[src/rtl/xarb_pkg.sv]
// Shared definitions for the slave-port arbiter.
// Assumes the master count is a power of two (round-robin index wraps naturally).
package xarb_pkg;
    typedef enum logic {
        ARB_FIXED = 1'b0,
        ARB_ROUND = 1'b1
    } arb_mode_e;
endpackage

[src/rtl/xarb_cfg.sv]
// Configuration staging: writes land in a pending copy; the active copy
// follows it only when the caller says the port is at an arbitration point.
// Assumes apply is computed from the next-cycle lock state.
module xarb_cfg
    import xarb_pkg::*;
#(
    parameter int N_MST = 4,
    parameter int PW    = 2
) (
    input  logic               clk,
    input  logic               rst_n,
    input  logic               wr_en,
    input  logic               wr_rr,
    input  logic [N_MST*PW-1:0] wr_prio,
    input  logic               apply,
    output arb_mode_e          act_mode,
    output logic [N_MST*PW-1:0] act_prio
);
    arb_mode_e               pend_mode;
    logic [N_MST*PW-1:0]     pend_prio;
    arb_mode_e               next_mode;
    logic [N_MST*PW-1:0]     next_prio;

    // Pick the freshest staged value: this cycle's write or the held one.
    always_comb begin
        next_mode = wr_en ? arb_mode_e'(wr_rr) : pend_mode;
        next_prio = wr_en ? wr_prio : pend_prio;
    end

    // Hold the pending copy and copy it to the active set when allowed.
    always_ff @(posedge clk) begin
        if (!rst_n) begin
            pend_mode <= ARB_FIXED;
            pend_prio <= '0;
            act_mode  <= ARB_FIXED;
            act_prio  <= '0;
        end else begin
            pend_mode <= next_mode;
            pend_prio <= next_prio;
            if (apply) begin
                act_mode <= next_mode;
                act_prio <= next_prio;
            end
        end
    end
endmodule

[src/rtl/xarb_pick.sv]
// Winner selection, purely combinational.
// Fixed scheme: highest {boost, level}; ties go to the lowest index.
// Round-robin: first requester after last_id, boosted requesters only if any.
// With no request the winner is last_id (parking).
module xarb_pick
    import xarb_pkg::*;
#(
    parameter int N_MST = 4,
    parameter int PW    = 2,
    localparam int IW   = $clog2(N_MST)
) (
    input  logic [N_MST-1:0]    req,
    input  logic [N_MST-1:0]    boost,
    input  arb_mode_e           mode,
    input  logic [N_MST*PW-1:0] prio,
    input  logic [IW-1:0]       last_id,
    output logic [IW-1:0]       win_id
);
    logic [N_MST-1:0] hot;
    logic [IW-1:0]    fix_id;
    logic [IW-1:0]    rr_id;
    logic [PW:0]      best;
    logic [PW:0]      score;
    logic [IW-1:0]    idx;
    logic             found;

    // Restrict to boosted requesters when at least one is present.
    always_comb begin
        hot = ((req & boost) != '0) ? (req & boost) : req;
    end

    // Fixed order: scan from the top index down so ties settle on the lowest.
    always_comb begin
        fix_id = last_id;
        best   = '0;
        for (int i = N_MST - 1; i >= 0; i--) begin
            score = {boost[i], prio[i*PW +: PW]};
            if (req[i] && score >= best) begin
                best   = score;
                fix_id = IW'(i);
            end
        end
    end

    // Rotating order: search upward starting just after the last owner.
    always_comb begin
        rr_id = last_id;
        found = 1'b0;
        idx   = '0;
        for (int k = 1; k <= N_MST; k++) begin
            idx = last_id + k[IW-1:0];
            if (!found && hot[idx]) begin
                rr_id = idx;
                found = 1'b1;
            end
        end
    end

    // Select between the two schemes.
    always_comb begin
        win_id = (mode == ARB_ROUND) ? rr_id : fix_id;
    end
endmodule

[src/rtl/xarb_route.sv]
// Datapath steering: forwards the owner's request fields to the slave and
// spreads acceptance back as one-hot vectors.
module xarb_route #(
    parameter int N_MST = 4,
    parameter int AW    = 32,
    parameter int DW    = 64,
    localparam int IW   = $clog2(N_MST)
) (
    input  logic [IW-1:0]       owner,
    input  logic [N_MST-1:0]    m_req,
    input  logic [N_MST*AW-1:0] m_addr,
    input  logic [N_MST-1:0]    m_we,
    input  logic [N_MST*DW-1:0] m_wdata,
    input  logic [N_MST-1:0]    m_last,
    input  logic                s_ready,
    output logic                s_valid,
    output logic [AW-1:0]       s_addr,
    output logic                s_we,
    output logic [DW-1:0]       s_wdata,
    output logic                s_last,
    output logic [N_MST-1:0]    m_gnt,
    output logic [N_MST-1:0]    m_ready
);
    // Forward the owner's fields.
    always_comb begin
        s_valid = m_req[owner];
        s_addr  = m_addr[owner*AW +: AW];
        s_we    = m_we[owner];
        s_wdata = m_wdata[owner*DW +: DW];
        s_last  = m_last[owner];
    end

    // One decode slice per master for grant and acceptance.
    for (genvar g = 0; g < N_MST; g++) begin : g_dec
        always_comb begin
            m_gnt[g]   = s_valid && (owner == IW'(g));
            m_ready[g] = m_gnt[g] && s_ready;
        end
    end
endmodule

[src/rtl/xbar_slot_arb.sv]
// One slave port of a crossbar: arbitration, transaction lock, parking.
// Assumes an owner keeps its request high until its last beat is accepted.
module xbar_slot_arb
    import xarb_pkg::*;
#(
    parameter int N_MST = 4,
    parameter int AW    = 32,
    parameter int DW    = 64,
    parameter int PW    = 2
) (
    input  logic                clk,
    input  logic                rst_n,
    input  logic                cfg_we,
    input  logic                cfg_rr,
    input  logic [N_MST*PW-1:0] cfg_prio,
    input  logic [N_MST-1:0]    m_req,
    input  logic [N_MST-1:0]    m_boost,
    input  logic [N_MST*AW-1:0] m_addr,
    input  logic [N_MST-1:0]    m_we,
    input  logic [N_MST*DW-1:0] m_wdata,
    input  logic [N_MST-1:0]    m_last,
    output logic [N_MST-1:0]    m_gnt,
    output logic [N_MST-1:0]    m_ready,
    output logic [DW-1:0]       m_rdata,
    output logic                s_valid,
    output logic [AW-1:0]       s_addr,
    output logic                s_we,
    output logic [DW-1:0]       s_wdata,
    output logic                s_last,
    input  logic                s_ready,
    input  logic [DW-1:0]       s_rdata
);
    localparam int IW = $clog2(N_MST);

    logic [IW-1:0]       owner_q;
    logic [IW-1:0]       owner;
    logic [IW-1:0]       win_id;
    logic                lock_q;
    logic                lock_n;
    logic                beat;
    arb_mode_e           act_mode;
    logic [N_MST*PW-1:0] act_prio;

    xarb_cfg #(.N_MST(N_MST), .PW(PW)) u_cfg (
        .clk      (clk),
        .rst_n    (rst_n),
        .wr_en    (cfg_we),
        .wr_rr    (cfg_rr),
        .wr_prio  (cfg_prio),
        .apply    (!lock_n),
        .act_mode (act_mode),
        .act_prio (act_prio)
    );

    xarb_pick #(.N_MST(N_MST), .PW(PW)) u_pick (
        .req     (m_req),
        .boost   (m_boost),
        .mode    (act_mode),
        .prio    (act_prio),
        .last_id (owner_q),
        .win_id  (win_id)
    );

    xarb_route #(.N_MST(N_MST), .AW(AW), .DW(DW)) u_route (
        .owner   (owner),
        .m_req   (m_req),
        .m_addr  (m_addr),
        .m_we    (m_we),
        .m_wdata (m_wdata),
        .m_last  (m_last),
        .s_ready (s_ready),
        .s_valid (s_valid),
        .s_addr  (s_addr),
        .s_we    (s_we),
        .s_wdata (s_wdata),
        .s_last  (s_last),
        .m_gnt   (m_gnt),
        .m_ready (m_ready)
    );

    // Owner is frozen while locked, otherwise the fresh winner.
    always_comb begin
        owner   = lock_q ? owner_q : win_id;
        beat    = s_valid && s_ready;
        lock_n  = beat ? !s_last : lock_q;
        m_rdata = s_rdata;
    end

    // Track the lock and remember the last master that moved a beat.
    always_ff @(posedge clk) begin
        if (!rst_n) begin
            lock_q  <= 1'b0;
            owner_q <= '0;
        end else begin
            lock_q <= lock_n;
            if (beat) begin
                owner_q <= owner;
            end
        end
    end
endmodule

[config.mk]
export PLATFORM = sky130hd
export DESIGN_NAME = xbar_slot_arb
export DESIGN_NICKNAME = d
export VERILOG_FILES = /design/src/rtl/xarb_pkg.sv /design/src/rtl/xarb_cfg.sv /design/src/rtl/xarb_pick.sv /design/src/rtl/xarb_route.sv /design/src/rtl/xbar_slot_arb.sv
export SDC_FILE = /design/constraint.sdc
export NUM_CORES = 1
export LEC_CHECK = 0
export ABC_AREA = 1
export CORE_AREA = 2 2 251 253
export DETAILED_ROUTE_END_ITERATION = 8
export DIE_AREA = 0 0 253 255
export PLACE_DENSITY = 0.44
export SETUP_SLACK_MARGIN = 0.3
export SYNTH_ARGS = -nofsm -noshare
export SYNTH_HDL_FRONTEND = slang
export SYNTH_SLANG_ARGS = --single-unit
[constraint.sdc]
create_clock -name clk -period 6.3 [get_ports clk]
set_input_delay 1.26 -clock clk [delete_from_list [all_inputs] [get_ports clk]]
set_output_delay 1.26 -clock clk [all_outputs]
set_load 0.05 [all_outputs]
---- Yosys cells after proc, flatten, opt, wreduce, memory -nomap -nowiden ----
Cells that the tools add are included.
cells by class
  $lt $le $gt $ge ......................... 9
  equality and inequality tests ........... 3
  $add $sub $neg .......................... 3
  bitwise gates (word level) .............. 1
  shifts and indexed selects .............. 2
  reductions and logical operators ........ 22
  mux-type cells .......................... 34
operator list
  kind                                                                                  count
  256-bit by 9-bit indexed part select with 64-bit output                               1
  128-bit by 8-bit indexed part select with 32-bit output                               1
  2-bit 2-to-1 mux                                                                      10
  1-bit logical AND                                                                     16
  2-bit by 3-bit less-than comparator with 1-bit output (second input constant)         5
  1-bit binary-select mux with 2-bit select                                             7
  1-bit 2-to-1 mux                                                                      12
  3-bit greater-or-equal comparator                                                     3
  3-bit 2-to-1 mux                                                                      3
  8-bit 2-to-1 mux                                                                      1
  2-bit adder (second input constant)                                                   2
  4-bit bitwise AND                                                                     1
  2-bit equality test (second input constant)                                           2
  1-bit logical NOT                                                                     4
  4-bit 2-to-1 mux                                                                      1
  4-bit nonzero test                                                                    1
  3-bit by 1-bit greater-or-equal comparator with 1-bit output (second input constant)  1
  2-bit by 1-bit adder with 2-bit output (second input constant)                        1
  2-bit by 1-bit equality test with 1-bit output (second input constant)                1
  2-bit logical NOT                                                                     1
storage, ports and cells
  input port bits ......................... 477
  logic and storage cells ................. 80
  register bits after elaboration ......... 21
  output and inout port bits .............. 171

---- Depth between registers and ports, before layout ----
  word-level depth ........................ 21
  gate-level depth with buffers ........... 38
  gate-level depth less buffers ........... 38

---- Cells and area by module ----
From an unflattened synthesis, not the netlist that was laid out.
second synthesis, totals
  cells, all modules ...................... 1,271
  area, all modules ....................... 5,683.0 um^2
by module, submodules not included
  module         area each (um^2)  times used  cells an instance
  xarb_route     3,757.4           1           976
  xarb_cfg       719.4             1           96
  xbar_slot_arb  643.1             1           93
  xarb_pick      563.0             1           106

---- Worst setup path before layout ----
OpenSTA, ideal clock, no wires.
  kind .................................... in2out
  from .................................... in m_req[3]
  to ...................................... out m_ready[2]
  arrival ................................. 5.614 ns
  stages on the path ...................... 33
  path slack .............................. -0.574 ns
  data required time ...................... 5.040 ns
  path buffers ............................ 0
  path through ............................ nand2_1 > inv_1 > ha_1 > inv_1 > nand2_1 > a21oi_1 > nor2_1 > o21ai_2 > nand2_1 > o21ai_0 > ha_1 > inv_1 > nand2_1 > a21oi_1 > nor2_1 > o21ai_1 > o21ai_0 > ha_1 > inv_1 > nand2_1 > a21oi_1 > nor2_1 > o21ai_0 > nand3_1 > a21oi_1 > nand2_1 > nand2_2 > inv_4 > nand2_2 > nand2_2 > inv_1 > nand2_1 > nor2_1
between the ends
  word-level cells in the longest chain between the ends .. 21
RTL lines
  item                                                                                        line                 RTL
  start, declared                                                                             xbar_slot_arb.sv:16  input logic [N_MST-1:0] m_req,
  parallel branches: the longest is 17 deep, another holds 3-bit greater-or-equal comparator  -
  1-bit binary-select mux with 2-bit select *                                                 xarb_route.sv:26     s_valid = m_req[owner];
  1-bit 2-to-1 mux (not written as such) *                                                    xarb_route.sv:26
  via s_valid                                                                                 xbar_slot_arb.sv:25  output logic s_valid,
  1-bit logical AND *                                                                         xarb_route.sv:36     m_gnt[g] = s_valid && (owner == IW'(g));
  1-bit logical AND *                                                                         xarb_route.sv:37     m_ready[g] = m_gnt[g] && s_ready;
  end, declared                                                                               xbar_slot_arb.sv:23  output logic [N_MST-1:0] m_ready,
Mark *: on every way through the listed nets, which the timed path passes. The select of a mux whose other input is x is not followed.

---- Worst setup path after layout ----
  from .................................... in m_req[3]
  to ...................................... out s_wdata[34]
between the ends
  word-level cells in the longest chain between the ends .. 18
RTL lines
  item                                                                                        line                 RTL
  parallel branches: the longest is 15 deep, another holds 3-bit greater-or-equal comparator  -
  2-bit 2-to-1 mux *                                                                          xarb_pick.sv:61      win_id = (mode == ARB_ROUND) ? rr_id : fix_id;
  2-bit 2-to-1 mux *                                                                          xbar_slot_arb.sv:83  owner = lock_q ? owner_q : win_id;
  256-bit by 9-bit indexed part select with 64-bit output *                                   xarb_route.sv:29     s_wdata = m_wdata[owner*DW +: DW];
  end, declared                                                                               xbar_slot_arb.sv:28  output logic [DW-1:0] s_wdata,
Every way passes the cells marked *. The select of a mux whose other input is x is not followed.

==> results.md <==
* Outcome: finished, violations left
* Hold_ws at 0.481 ns
* First DRT Iteration DRCs at a little over 300
* Clock root buffer: clkbuf_16
* RSZ-0062 raised after global routing: true
* CP max stage delay at 0.35 ns
* Avg WL per Cell at 19.9 um
* Fill cells at 6647
* Violated checks: setup timing
* Synthesized instance count at 787
* Design area at 15300 um^2
* Max Clock Freq at 150 MHz
* GPL Wtd Cong at between 0.7 and 0.8
* CTS tree: done
* Crit path kind: in2out
* Vias per Instance at 3.81
* Final Hold Vio Count at 0
* Element type at the critical path start: primary input
* Measured slew at the worst slew-check pin at 0.439 ns
* Maxcap violations at 0
* Placed cell areas at 13200 um^2
* Hold_buf cts at 0
* Worst-Skew Late Latency at approximately 0.25 ns
* Antenna viol nets, final at 0
* Number of placed I/O pins at between 600 and 700
* Largest net degree at the start of global routing at 57
* #FFs+latches synth at 21
* Area delta synth->final at 233%
* Gr ovfl total at 0
* Net Count, Synth at between 1000 and 1500
* Critical Path RT at slightly above 5 ns
* Slowest stage cell, crit path: a22oi_2
* Nets at around 1800
* IO Port Bufs at just over 500
* Seq/Total Area, Yosys at 0.0916
* DRC at 0
* Die X at 253 um
* Fin Setup TNS at -31.41 ns
* H-tree depth at 1
* Yosys cell types at 28
* Place WS at -1.14 ns
* Minimum clock period at 6.69 ns
* Number of CTS-inserted buffers at 3
* Post-DP HPWL at about 32000 um
* Starting Density at 0.0738
* Avg Cell Area, Syn at 5.83 um^2
* Setup violators final at 107
* Rows at around 90
* Vias in the first global route at about 8200
* Min-Delay Path Class: reg2reg
* Crit share post-route at 1.06
* Critical Path End Type: output port
* First-pass iteration count of the detailed router at 4
* Crit path buf inv count at 9
* CTS clk-pin slew, worst paths at 0.06 ns
* Relative slew slack at 0.707
* First-pass GRT wire length at between 50000 and 60000 um
* Die Y at around 260 um
* WL final at 42100 um
* Critical path's top delay family: compound AO/OA/AOI/OAI gates
* CTS Sinks at 21
* Commonest cells after routing, fill and taps aside: clkdlybuf4s50_1, nand3_1, buf_12
* Core area at 62200 um^2
* Commonest non-fill, non-tap cell in the layout: clkdlybuf4s50_1
* Final worst slack at -0.386 ns
* Critical Path Fanout Max at 7
* Worst clock skew at 0.00248 ns
* GRT Total Usage at 0.112
* Share of layout cells above drive strength 1 at 0.439
* CP arrival at between 5 and 6 ns
* Mapped Area at 4590 um^2
* Yosys warning count at 0
* CTS max path bufs at 2
* Final Max Tran Viols at 0
* Antenna violations before repair at 7
* Via count at 8042
* Die area at ~65000 um^2
## sequential cells by signal, summed over array words and instances (netlist names)
name / flops
u_cfg.pend_mode: 1
u_cfg.act_mode: 1
owner_q: 2
u_cfg.pend_prio: 8
lock_q: 1
u_cfg.act_prio: 8
## synthesized netlist by cell type (all sizes together)
cell	number	area share
nand3	313	0.35
clkinv	1	0.00082
o21a	1	0.0016
dfxtp	21	0.092
buf	99	0.15
nand2	112	0.10
a21oi	7	0.0076
a22oi	97	0.16
o21ai	14	0.016
clkbuf	30	0.025
nor2	25	0.025
nand3b	5	0.0082
inv	49	0.041
ha	9	0.025
nor3	4	0.0044
## stage by stage
stage	std cells	util
2_1_floorplan	787	-
4_1_cts	2084	0.230
5_1_grt	2110	0.246
3_5_place_dp	2050	0.212
3_3_place_gp	2050	0.212
6_report	2110	0.246
## routing by layer
layer | share of wire | up-vias | track usage
met5 | 0.00090 | - | 0
met4 | 0.016 | 6 | 0.0188
met3 | 0.080 | 41 | 0.0297
met2 | 0.51 | 361 | 0.207
met1 | 0.39 | 3828 | 0.129
li1 | - | 3806 | -
## final cells by class
| cell class | instances | area [um^2] | share of cell area |
|---|---|---|---|
| timing repair buffer | 646 | 7980 | 0.522 |
| multi-input combinational | 587 | 5560 | 0.364 |
| tap | 799 | 1000 | 0.0654 |
| sequential | 21 | 420 | 0.0275 |
| inverter | 50 | 228 | 0.0149 |
| clock buffer | 4 | 78.8 | 0.00516 |
| timing repair inverter | 1 | 16.3 | 0.00106 |
| antenna | 2 | 5.00 | 0.000327 |
## worst min-delay path: stages (launching register included)
cell	delay [ns]
dfxtp_1	0.29
nor2_1	0.08
nor3_1	0.06
## kinds of logic (layout without fill, tap and decap cells)
family / after synthesis / count (layout) / synth area share
and+or+nand+nor: 459 / 459 / 0.487
buffers and inverters: 179 / 701 / 0.213
AOI/OAI and AO/OA: 119 / 119 / 0.184
DFF: 21 / 21 / 0.0916
adders and majority gates: 9 / 9 / 0.0245
other: 0 / 2 / 0
## repair_timing
action / 4_1_cts / 5_1_grt
endpoints found under the setup margin: 117 / 116
cloned: 7 / 14
setup buffers: 23 / 10
pin swaps: 40 / 56
resized for setup: 162 / 122
## path summary, 6_finish.rpt
kind / startpoint / slack, ns / end / cells past startpoint
max: m_req[3] / -0.39 / s_wdata[34] / 33
min reg2reg: u_cfg.pend_prio[0]$_SDFF_PN0_ / 0.48 / u_cfg.pend_prio[0]$_SDFF_PN0_ / 2
max reg2reg: u_cfg.act_prio[6]$_SDFFE_PN0N_ / 1.37 / u_cfg.act_prio[6]$_SDFFE_PN0N_ / 40
min: u_cfg.pend_prio[0]$_SDFF_PN0_ / 0.48 / u_cfg.pend_prio[0]$_SDFF_PN0_ / 2
Power is left out: the tool's default activity adds up to more than one toggle a clock period on the data nets, which glitch-free logic cannot reach.
